==> config.mk <==
export PLATFORM = sky130hd
export DESIGN_NAME = cal_counter
export DESIGN_NICKNAME = d
export VERILOG_FILES = /design/src/rtl/cal_pkg.sv /design/src/rtl/cal_time_step.sv /design/src/rtl/cal_date_step.sv /design/src/rtl/cal_counter.sv
export SDC_FILE = /design/constraint.sdc
export NUM_CORES = 1
export LEC_CHECK = 0
export ABC_AREA = 1
export BUFFER_PORTS_ARGS = -buffer_cell sky130_fd_sc_hd__buf_4
export CORE_MARGIN = 10
export CORE_UTILIZATION = 35
export CTS_CLUSTER_DIAMETER = 60
export DETAILED_ROUTE_END_ITERATION = 16
export MAX_ROUTING_LAYER = met4
export PLACE_DENSITY_LB_ADDON = 0.2
export SLEW_MARGIN = 20
export SYNTH_ARGS = -nofsm -noshare
export SYNTH_HDL_FRONTEND = slang
export SYNTH_SLANG_ARGS = --single-unit
==> constraint.sdc <==
create_clock -name clk -period 2.73 [get_ports clk]
set_input_delay 0.4095 -clock clk [delete_from_list [all_inputs] [get_ports clk]]
set_output_delay 0.4095 -clock clk [all_outputs]
set_load 0.005 [all_outputs]
==> src/rtl/cal_pkg.sv <==
`timescale 1ns/1ps
package cal_pkg;
    localparam int SEC_W  = 6;
    localparam int MIN_W  = 6;
    localparam int HOUR_W = 5;
    localparam int DAY_W  = 5;
    localparam int MON_W  = 4;
    localparam int YEAR_W = 6;
    localparam int WORD_W = SEC_W + MIN_W + HOUR_W + DAY_W + MON_W + YEAR_W;
    localparam int HR12_W = HOUR_W - 1;
    localparam logic [YEAR_W-1:0] YEAR_LAST = '1;

    typedef struct packed {
        logic [YEAR_W-1:0] year;
        logic [MON_W-1:0]  month;
        logic [DAY_W-1:0]  day;
        logic [HOUR_W-1:0] hour;
        logic [MIN_W-1:0]  min;
        logic [SEC_W-1:0]  sec;
    } cal_word_t;

    typedef enum logic {
        HFMT_24 = 1'b0,
        HFMT_12 = 1'b1
    } hour_fmt_e;

    localparam cal_word_t CAL_RESET = '{year: '0, month: MON_W'(1), day: DAY_W'(1),
                                        hour: '0, min: '0, sec: '0};

    function automatic logic [DAY_W-1:0] month_days(input logic [MON_W-1:0] m,
                                                   input logic [YEAR_W-1:0] y);
        if (m == MON_W'(2))
            return (y[1:0] == 2'b00) ? DAY_W'(29) : DAY_W'(28);
        if (m == MON_W'(4) || m == MON_W'(6) || m == MON_W'(9) || m == MON_W'(11))
            return DAY_W'(30);
        return DAY_W'(31);
    endfunction
endpackage

==> src/rtl/cal_time_step.sv <==
`timescale 1ns/1ps
module cal_time_step
    import cal_pkg::*;
(
    input  cal_word_t cur_word,
    input  hour_fmt_e fmt,
    output cal_word_t time_word,
    output logic      day_carry
);
    logic [HR12_W-1:0] hr12;
    logic              pm;

    assign hr12 = cur_word.hour[HR12_W-1:0];
    assign pm   = cur_word.hour[HOUR_W-1];

    always_comb begin
        time_word = cur_word;
        day_carry = 1'b0;
        if (cur_word.sec >= SEC_W'(59)) begin
            time_word.sec = '0;
            if (cur_word.min >= MIN_W'(59)) begin
                time_word.min = '0;
                if (fmt == HFMT_24) begin
                    if (cur_word.hour >= HOUR_W'(23)) begin
                        time_word.hour = '0;
                        day_carry      = 1'b1;
                    end else begin
                        time_word.hour = cur_word.hour + HOUR_W'(1);
                    end
                end else begin
                    if (hr12 == HR12_W'(11)) begin
                        time_word.hour = {~pm, HR12_W'(12)};
                        day_carry      = pm;
                    end else if (hr12 >= HR12_W'(12)) begin
                        time_word.hour = {pm, HR12_W'(1)};
                    end else begin
                        time_word.hour = {pm, hr12 + HR12_W'(1)};
                    end
                end
            end else begin
                time_word.min = cur_word.min + MIN_W'(1);
            end
        end else begin
            time_word.sec = cur_word.sec + SEC_W'(1);
        end
    end
endmodule

==> src/rtl/cal_date_step.sv <==
`timescale 1ns/1ps
module cal_date_step
    import cal_pkg::*;
(
    input  cal_word_t in_word,
    input  logic      day_carry,
    output cal_word_t next_word,
    output logic      range_wrap
);
    logic [DAY_W-1:0] last_day;

    assign last_day = month_days(in_word.month, in_word.year);

    always_comb begin
        next_word  = in_word;
        range_wrap = 1'b0;
        if (day_carry) begin
            if (in_word.day >= last_day) begin
                next_word.day = DAY_W'(1);
                if (in_word.month >= MON_W'(12)) begin
                    next_word.month = MON_W'(1);
                    if (in_word.year == YEAR_LAST) begin
                        next_word.year = '0;
                        range_wrap     = 1'b1;
                    end else begin
                        next_word.year = in_word.year + YEAR_W'(1);
                    end
                end else begin
                    next_word.month = in_word.month + MON_W'(1);
                end
            end else begin
                next_word.day = in_word.day + DAY_W'(1);
            end
        end
    end
endmodule

==> src/rtl/cal_counter.sv <==
`timescale 1ns/1ps
module cal_counter
    import cal_pkg::*;
(
    input  logic        clk,
    input  logic        rst,
    input  logic        run_en,
    input  logic        tick,
    input  logic        wr_en,
    input  logic [31:0] wr_word,
    input  logic        fmt_wr_en,
    input  logic        fmt_wr_12h,
    input  logic        ovf_clr,
    output logic [31:0] cal_word,
    output logic        hour_12h,
    output logic        ovf_flag
);
    cal_word_t word_q;
    cal_word_t time_word;
    cal_word_t next_word;
    hour_fmt_e fmt_q;
    logic      ovf_q;
    logic      day_carry;
    logic      range_wrap;
    logic      advance;

    assign advance = run_en && tick && !wr_en;

    cal_time_step u_time (
        .cur_word  (word_q),
        .fmt       (fmt_q),
        .time_word (time_word),
        .day_carry (day_carry)
    );

    cal_date_step u_date (
        .in_word    (time_word),
        .day_carry  (day_carry),
        .next_word  (next_word),
        .range_wrap (range_wrap)
    );

    always_ff @(posedge clk) begin
        if (rst)
            word_q <= CAL_RESET;
        else if (wr_en)
            word_q <= cal_word_t'(wr_word);
        else if (run_en && tick)
            word_q <= next_word;
    end

    always_ff @(posedge clk) begin
        if (rst)
            fmt_q <= HFMT_24;
        else if (fmt_wr_en && !run_en)
            fmt_q <= fmt_wr_12h ? HFMT_12 : HFMT_24;
    end

    always_ff @(posedge clk) begin
        if (rst)
            ovf_q <= 1'b0;
        else if (advance && range_wrap)
            ovf_q <= 1'b1;
        else if (ovf_clr)
            ovf_q <= 1'b0;
    end

    assign cal_word = word_q;
    assign hour_12h = (fmt_q == HFMT_12);
    assign ovf_flag = ovf_q;

    assert_tick_advance_R2: assert property (@(posedge clk) disable iff (rst)
        advance |=> cal_word != $past(cal_word));

    assert_idle_hold_R2: assert property (@(posedge clk) disable iff (rst)
        (!wr_en && !(run_en && tick)) |=> $stable(cal_word));

    assert_write_load_R11: assert property (@(posedge clk) disable iff (rst)
        wr_en |=> cal_word == $past(wr_word));

    assert_fmt_lock_R10: assert property (@(posedge clk) disable iff (rst)
        run_en |=> $stable(hour_12h));

    assert_ovf_sticky_R9: assert property (@(posedge clk) disable iff (rst)
        (ovf_flag && !ovf_clr) |=> ovf_flag);

    assert_ovf_source_R8: assert property (@(posedge clk) disable iff (rst)
        $rose(ovf_flag) |-> $past(advance));
endmodule

# Word level (Yosys, flattened, before mapping)

Cells that the tools add are included.

Add/subtract/negate cells: 7
Order comparisons: 6
Equal/unequal tests: 8
Multiplexer cells: 36
Bitwise logic cells: 1
Reduce and logical (&&, ||, !) cells: 23

Operators with widths:

| kind                                                     | count |
|---|---|
| 2-to-1 mux 32 bit                                        | 2 |
| 2-to-1 mux 5 bit                                         | 9 |
| 2-to-1 mux 6 bit                                         | 4 |
| adder 6 x 1 -> 6 bit, second input constant              | 3 |
| 2-to-1 mux 1 bit                                         | 16 |
| 2-to-1 mux 15 bit                                        | 1 |
| nonzero test 2 bit                                       | 7 |
| equality test 4 bit, second input constant               | 3 |
| greater-or-equal comparator 6 bit, second input constant | 2 |
| 2-to-1 mux 11 bit                                        | 1 |
| adder 5 x 1 -> 5 bit, second input constant              | 2 |
| 2-to-1 mux 10 bit                                        | 1 |
| adder 4 x 1 -> 4 bit, second input constant              | 2 |
| equality test 4 x 3 -> 1 bit, second input constant      | 2 |
| greater-or-equal comparator 4 bit, second input constant | 2 |
| 2-to-1 mux 4 bit                                         | 2 |
| AND reduction 4 bit                                      | 2 |
| equality test 6 bit, second input constant               | 1 |
| AND reduction 3 bit                                      | 2 |
| greater-or-equal comparator 5 bit                        | 1 |
| greater-or-equal comparator 5 bit, second input constant | 1 |
| equality test 4 x 2 -> 1 bit, second input constant      | 1 |
| logical AND 1 bit                                        | 4 |
| AND reduction 2 bit                                      | 2 |
| 5 further kinds                                          | 8 |

Bits in registers: 34
Output and inout port bits: 34
Logic and storage cells: 90

# Depth between registers and ports, before layout

Depth after elaboration: 13
Gate-level depth with buffers: 17

# By module

Synthesis repeated with hierarchy kept, for this count alone.

Cell total of the unflattened synthesis: 577
Area total of the unflattened synthesis: 3359.5 um^2

Modules (own cells, without submodules):

| module        | times used | cells an instance | area each (um^2) | sequential area each (um^2) |
|---|---|---|---|---|
| cal_counter   | 1          | 323               | 1951.9           | 680.7 |
| cal_date_step | 1          | 126               | 729.4            | 0.0 |
| cal_time_step | 1          | 128               | 678.2            | 0.0 |

# Worst setup path after synthesis

OpenSTA, ideal clock, no wires.

Path type: reg2reg
Start: register word_q (netlist bit cal_word[22])
End: register word_q (netlist bit cal_word[24])
Library setup time: 0.116 ns
Arrival time: 1.925 ns
Path slack: 0.689 ns
Stages on the path, launching flop included: 17
Buffers on the path: 0
Clock period less this slack: 2.041 ns
Path through: dfxtp_1 -> inv_1 -> ha_1 -> o21ai_0 -> nand2_1 -> nor2_1 -> ha_1 -> inv_1 -> nand2_1 -> nand2_1 -> nand2_1 -> nand3_1 -> nand2_1 -> nand2_1 -> inv_1 -> nor2_1 -> nor2_1

Cells in the longest elaborated chain, start to end: 11
Elaborated cells between the ends (all ways): 24
Classes of those cells: add/sub (1); order compare (2); eq/ne (5); mux (11); reduce/logical (5)

Ends and longest elaborated chain:

| what                              | line                | source |
|---|---|---|
| start, declared                   | cal_counter.sv:18   | `cal_word_t word_q;` |
| start signal, assigned            | cal_counter.sv:47   | `word_q <= cal_word_t'(wr_word);` |
| start signal, assigned            | cal_counter.sv:49   | `word_q <= next_word;` |
| equality test 4 x 3 -> 1 bit      | cal_pkg.sv:34       | `if (m == MON_W'(4) \|\| m == MON_W'(6) \|\| m == MON_W'(9) \|\| m == MON_W'(11))` |
| logical OR 1 bit (3 in a row)     | cal_pkg.sv:34       |  |
| 2-to-1 mux 1 bit (2 in a row)     | cal_pkg.sv:34       |  |
| 2-to-1 mux 5 bit                  | cal_pkg.sv:36       | `return DAY_W'(31);` |
| 2-to-1 mux 5 bit                  | cal_pkg.sv:34       |  |
| greater-or-equal comparator 5 bit | cal_date_step.sv:18 | `if (in_word.day >= last_day) begin` |
| nonzero test 2 bit (no line)      | n/a                 |  |
| AND reduction 3 bit (no line)     | n/a                 |  |

Several ways; a longest one is shown, not always the timed one. The select of a mux whose other input is x is not followed.
A chain may end at the register's enable or synchronous reset.

# Final worst setup path

Start: register word_q (netlist bit cal_word[23])
End: register word_q (netlist bit cal_word[24])

The elaborated chain is that of the path after synthesis.

==> metrics <==
Arr. time, crit path=2.47 ns; final core utilization=0.4824; Std-Cell Rows=28; Seq/Total Area, Yosys=0.3079; worst hold slack=approximately 0.35 ns; async set or reset register ratio after synthesis=0; post-CTS sizing=0; status=finished, final reports clean; per-cell routed wire length=12.82 microns; vias in the first global route=between 2000 and 2500; Max Slew Vio Count=0; Clock Skews=around 0.0074 ns; post-synthesis average cell area=6.446 sq um; Worst setup SP type=flip-flop; Reg clk slew, reported paths=0.07 ns; Final Hold Fails=0; number of synthesized flops with an enable pin=0; WP buf/inv=3; Crit path largest cell delay=0.44 ns; initial DRC count=109; I/O pin total=74; setup violators final=0; Clock Sinks=34; RSZ-0062 raised after global routing=no; largest net degree at the start of global routing=35; CTS max path bufs=2; Hold Path Depth=3; DRC Markers=0; H-Tree Depth=2; Die X=99.48 microns; Top Layer Used=met4; Peak VDD IR=281.9 uV; CORE AREA=0.006026 sq mm; Register-to-Register Path Depth=16; Top FF cell, synth=dfxtp_1; hold buffers post-CTS=0; met3 WL post-DR=386 microns; insertion delay to the later sink of the worst-skew pair=0.29 ns; syn nets=between 300 and 400; Crit path top cell by count=nand2_1; IO buf count=73; Nets=467; Root Buffer=clkbuf_8; remaining global-route overflow=0; cell chain of the critical path=inv_1 -> ha_1 -> o21ai_0 -> nand2_1 -> nor2_1 -> ha_1 -> inv_1 -> nand2_1 -> nand2_1 -> nand2_1 -> nand3_1 -> nand2_1 -> nand2_1 -> inv_1 -> nor2_1 -> nor2_1; crit-path leading delay family=simple AND/OR/NAND/NOR gates; gr usage total=0.1293; CP Capture Type=flip-flop; Final ANT Viol Nets=0; DP HPWL=between 4000 and 5000 microns; final WL=roughly 6300 microns; WL met1=2996 microns; Mapped Area=0.002211 sq mm; CTS buffer count=5; Setup CP Type=reg -> reg; WL met2=2840 microns; CTS tree=built; Unique masters post-synth=33; routability cong.=about 0.89; period utilization=0.8388; Syn. warnings=0; area delta synth->final=31.47%; vias post-DR=approximately 2400; FF+latch count, synth=34; Gate Count Post-Synth=343; pwr dens=418.5 mW/mm^2; TritonRoute pass-1 iters=6; first-pass GRT wire length=~11000 microns; post-CTS setup repair buffer count=0; CP Depth=16; die area=0.009896 sq mm; initial antenna violation count=0; max-cap violation count=0; worst slew pin tran=around 0.6 ns; Setup TNS=0 ns; slowest CP cell=dfxtp_1; layout cells sized above 1=0.2188; Crit Path Max Fanout=8; Slew HR=0.6008; fmax=0.4367 GHz; hold crit path type=in -> reg; Initial Util=0.3669; CP required=between 2 and 3 ns; # diodes=0; leakage power=between 1 and 1.5 nW; final worst path period need=2.290 ns; DR vias/cell=around 4.9; Die Span Y=~99 microns
cell type report:
class	instances	area, sq um
flip-flops and latches	34	680.7
fillers	631	3119
well taps	75	93.84
clock inverters	1	5.005
repair buffers	75	563.0
multi-input cells	263	1343
inverters	36	135.1
clock buffers	7	86.33
synth_stat cells, drive strengths merged (2+ instances only):
| cell | n | area (sq um) |
|---|---|---|
| nand2 | 99 | 379.1 |
| nor2 | 41 | 161.4 |
| inv | 36 | 135.1 |
| dfxtp | 34 | 680.7 |
| o21ai | 29 | 145.1 |
| a21oi | 25 | 125.1 |
| nand3 | 24 | 125.1 |
| ha | 12 | 150.1 |
| buf | 6 | 37.53 |
| xor2 | 6 | 52.55 |
| a31oi | 5 | 31.28 |
| clkbuf | 4 | 15.01 |
| xnor2 | 4 | 35.03 |
| o211ai | 3 | 22.52 |
| or2 | 3 | 18.77 |
| nand3b | 2 | 15.01 |
| nand4 | 2 | 12.51 |
| nor3 | 2 | 10.01 |
through the flow:
stage                     setup slack (ns)  power, mW  area [sq um]  instances
final                               0.4400      1.216          2907        491
after global routing                0.1756      1.291          2907        491
after CTS                           0.4377      1.238          2907        491
after detailed placement            0.4450     0.8454          2815        483
after global placement              0.5265     0.8443          2815        483
after floorplan                     0.6889     0.7163          2211        343
worst min-delay path, cell delays in order:
cell	delay, ns
buf_4	0.07
a211oi_1	0.06
nor2_1	0.07
sequential cells by signal, indices dropped and copies added, names as in the netlist:
signal and count:
hour_12h 1, ovf_flag 1, cal_word 32
final timing paths:
check                from      endpoint  slack (ns)
max          cal_word[23]  cal_word[24]        0.44
min            wr_word[6]   cal_word[6]        0.35
max reg2reg  cal_word[23]  cal_word[24]        0.44
min reg2reg      ovf_flag      ovf_flag        0.49
power by group:
group	switching, mW	leakage, nW	internal, mW	total (mW)
Clock	0.182	0.0482	0.203	0.385
Combinational	0.132	1.10	0.132	0.265
Sequential	0.0397	0.280	0.527	0.567
cell families after synthesis:
logic type / synth area share
AO/OA/AOI/OAI: 0.1732
XOR/XNOR: 0.03961
adder cells (fa/ha/maj): 0.06791
buffers and inverters: 0.08489
flip-flops: 0.3079
AND/OR/NAND/NOR: 0.3265
routing by layer:
metal	global-route usage	vias up
li1	-	1263
met1	0.1505	1051
met2	0.2099	71
met3	0.03737	8
met4	0.03969	0
met5	-	-
layout by cell type, fill, tap and decap left out, types with 3 or more instances in the layout:
cell type	instances
nand2_1	96
o211ai_1	3
ha_1	12
xnor2_1	4
o21ai_0	28
nand2_2	3
clkbuf_8	6
buf_4	75
nand3_1	23
inv_1	35
nor2_1	40
a31oi_1	5
xor2_1	6
a21oi_1	25
dfxtp_1	34
No activity file was read; power rests on OpenSTA's default activity.
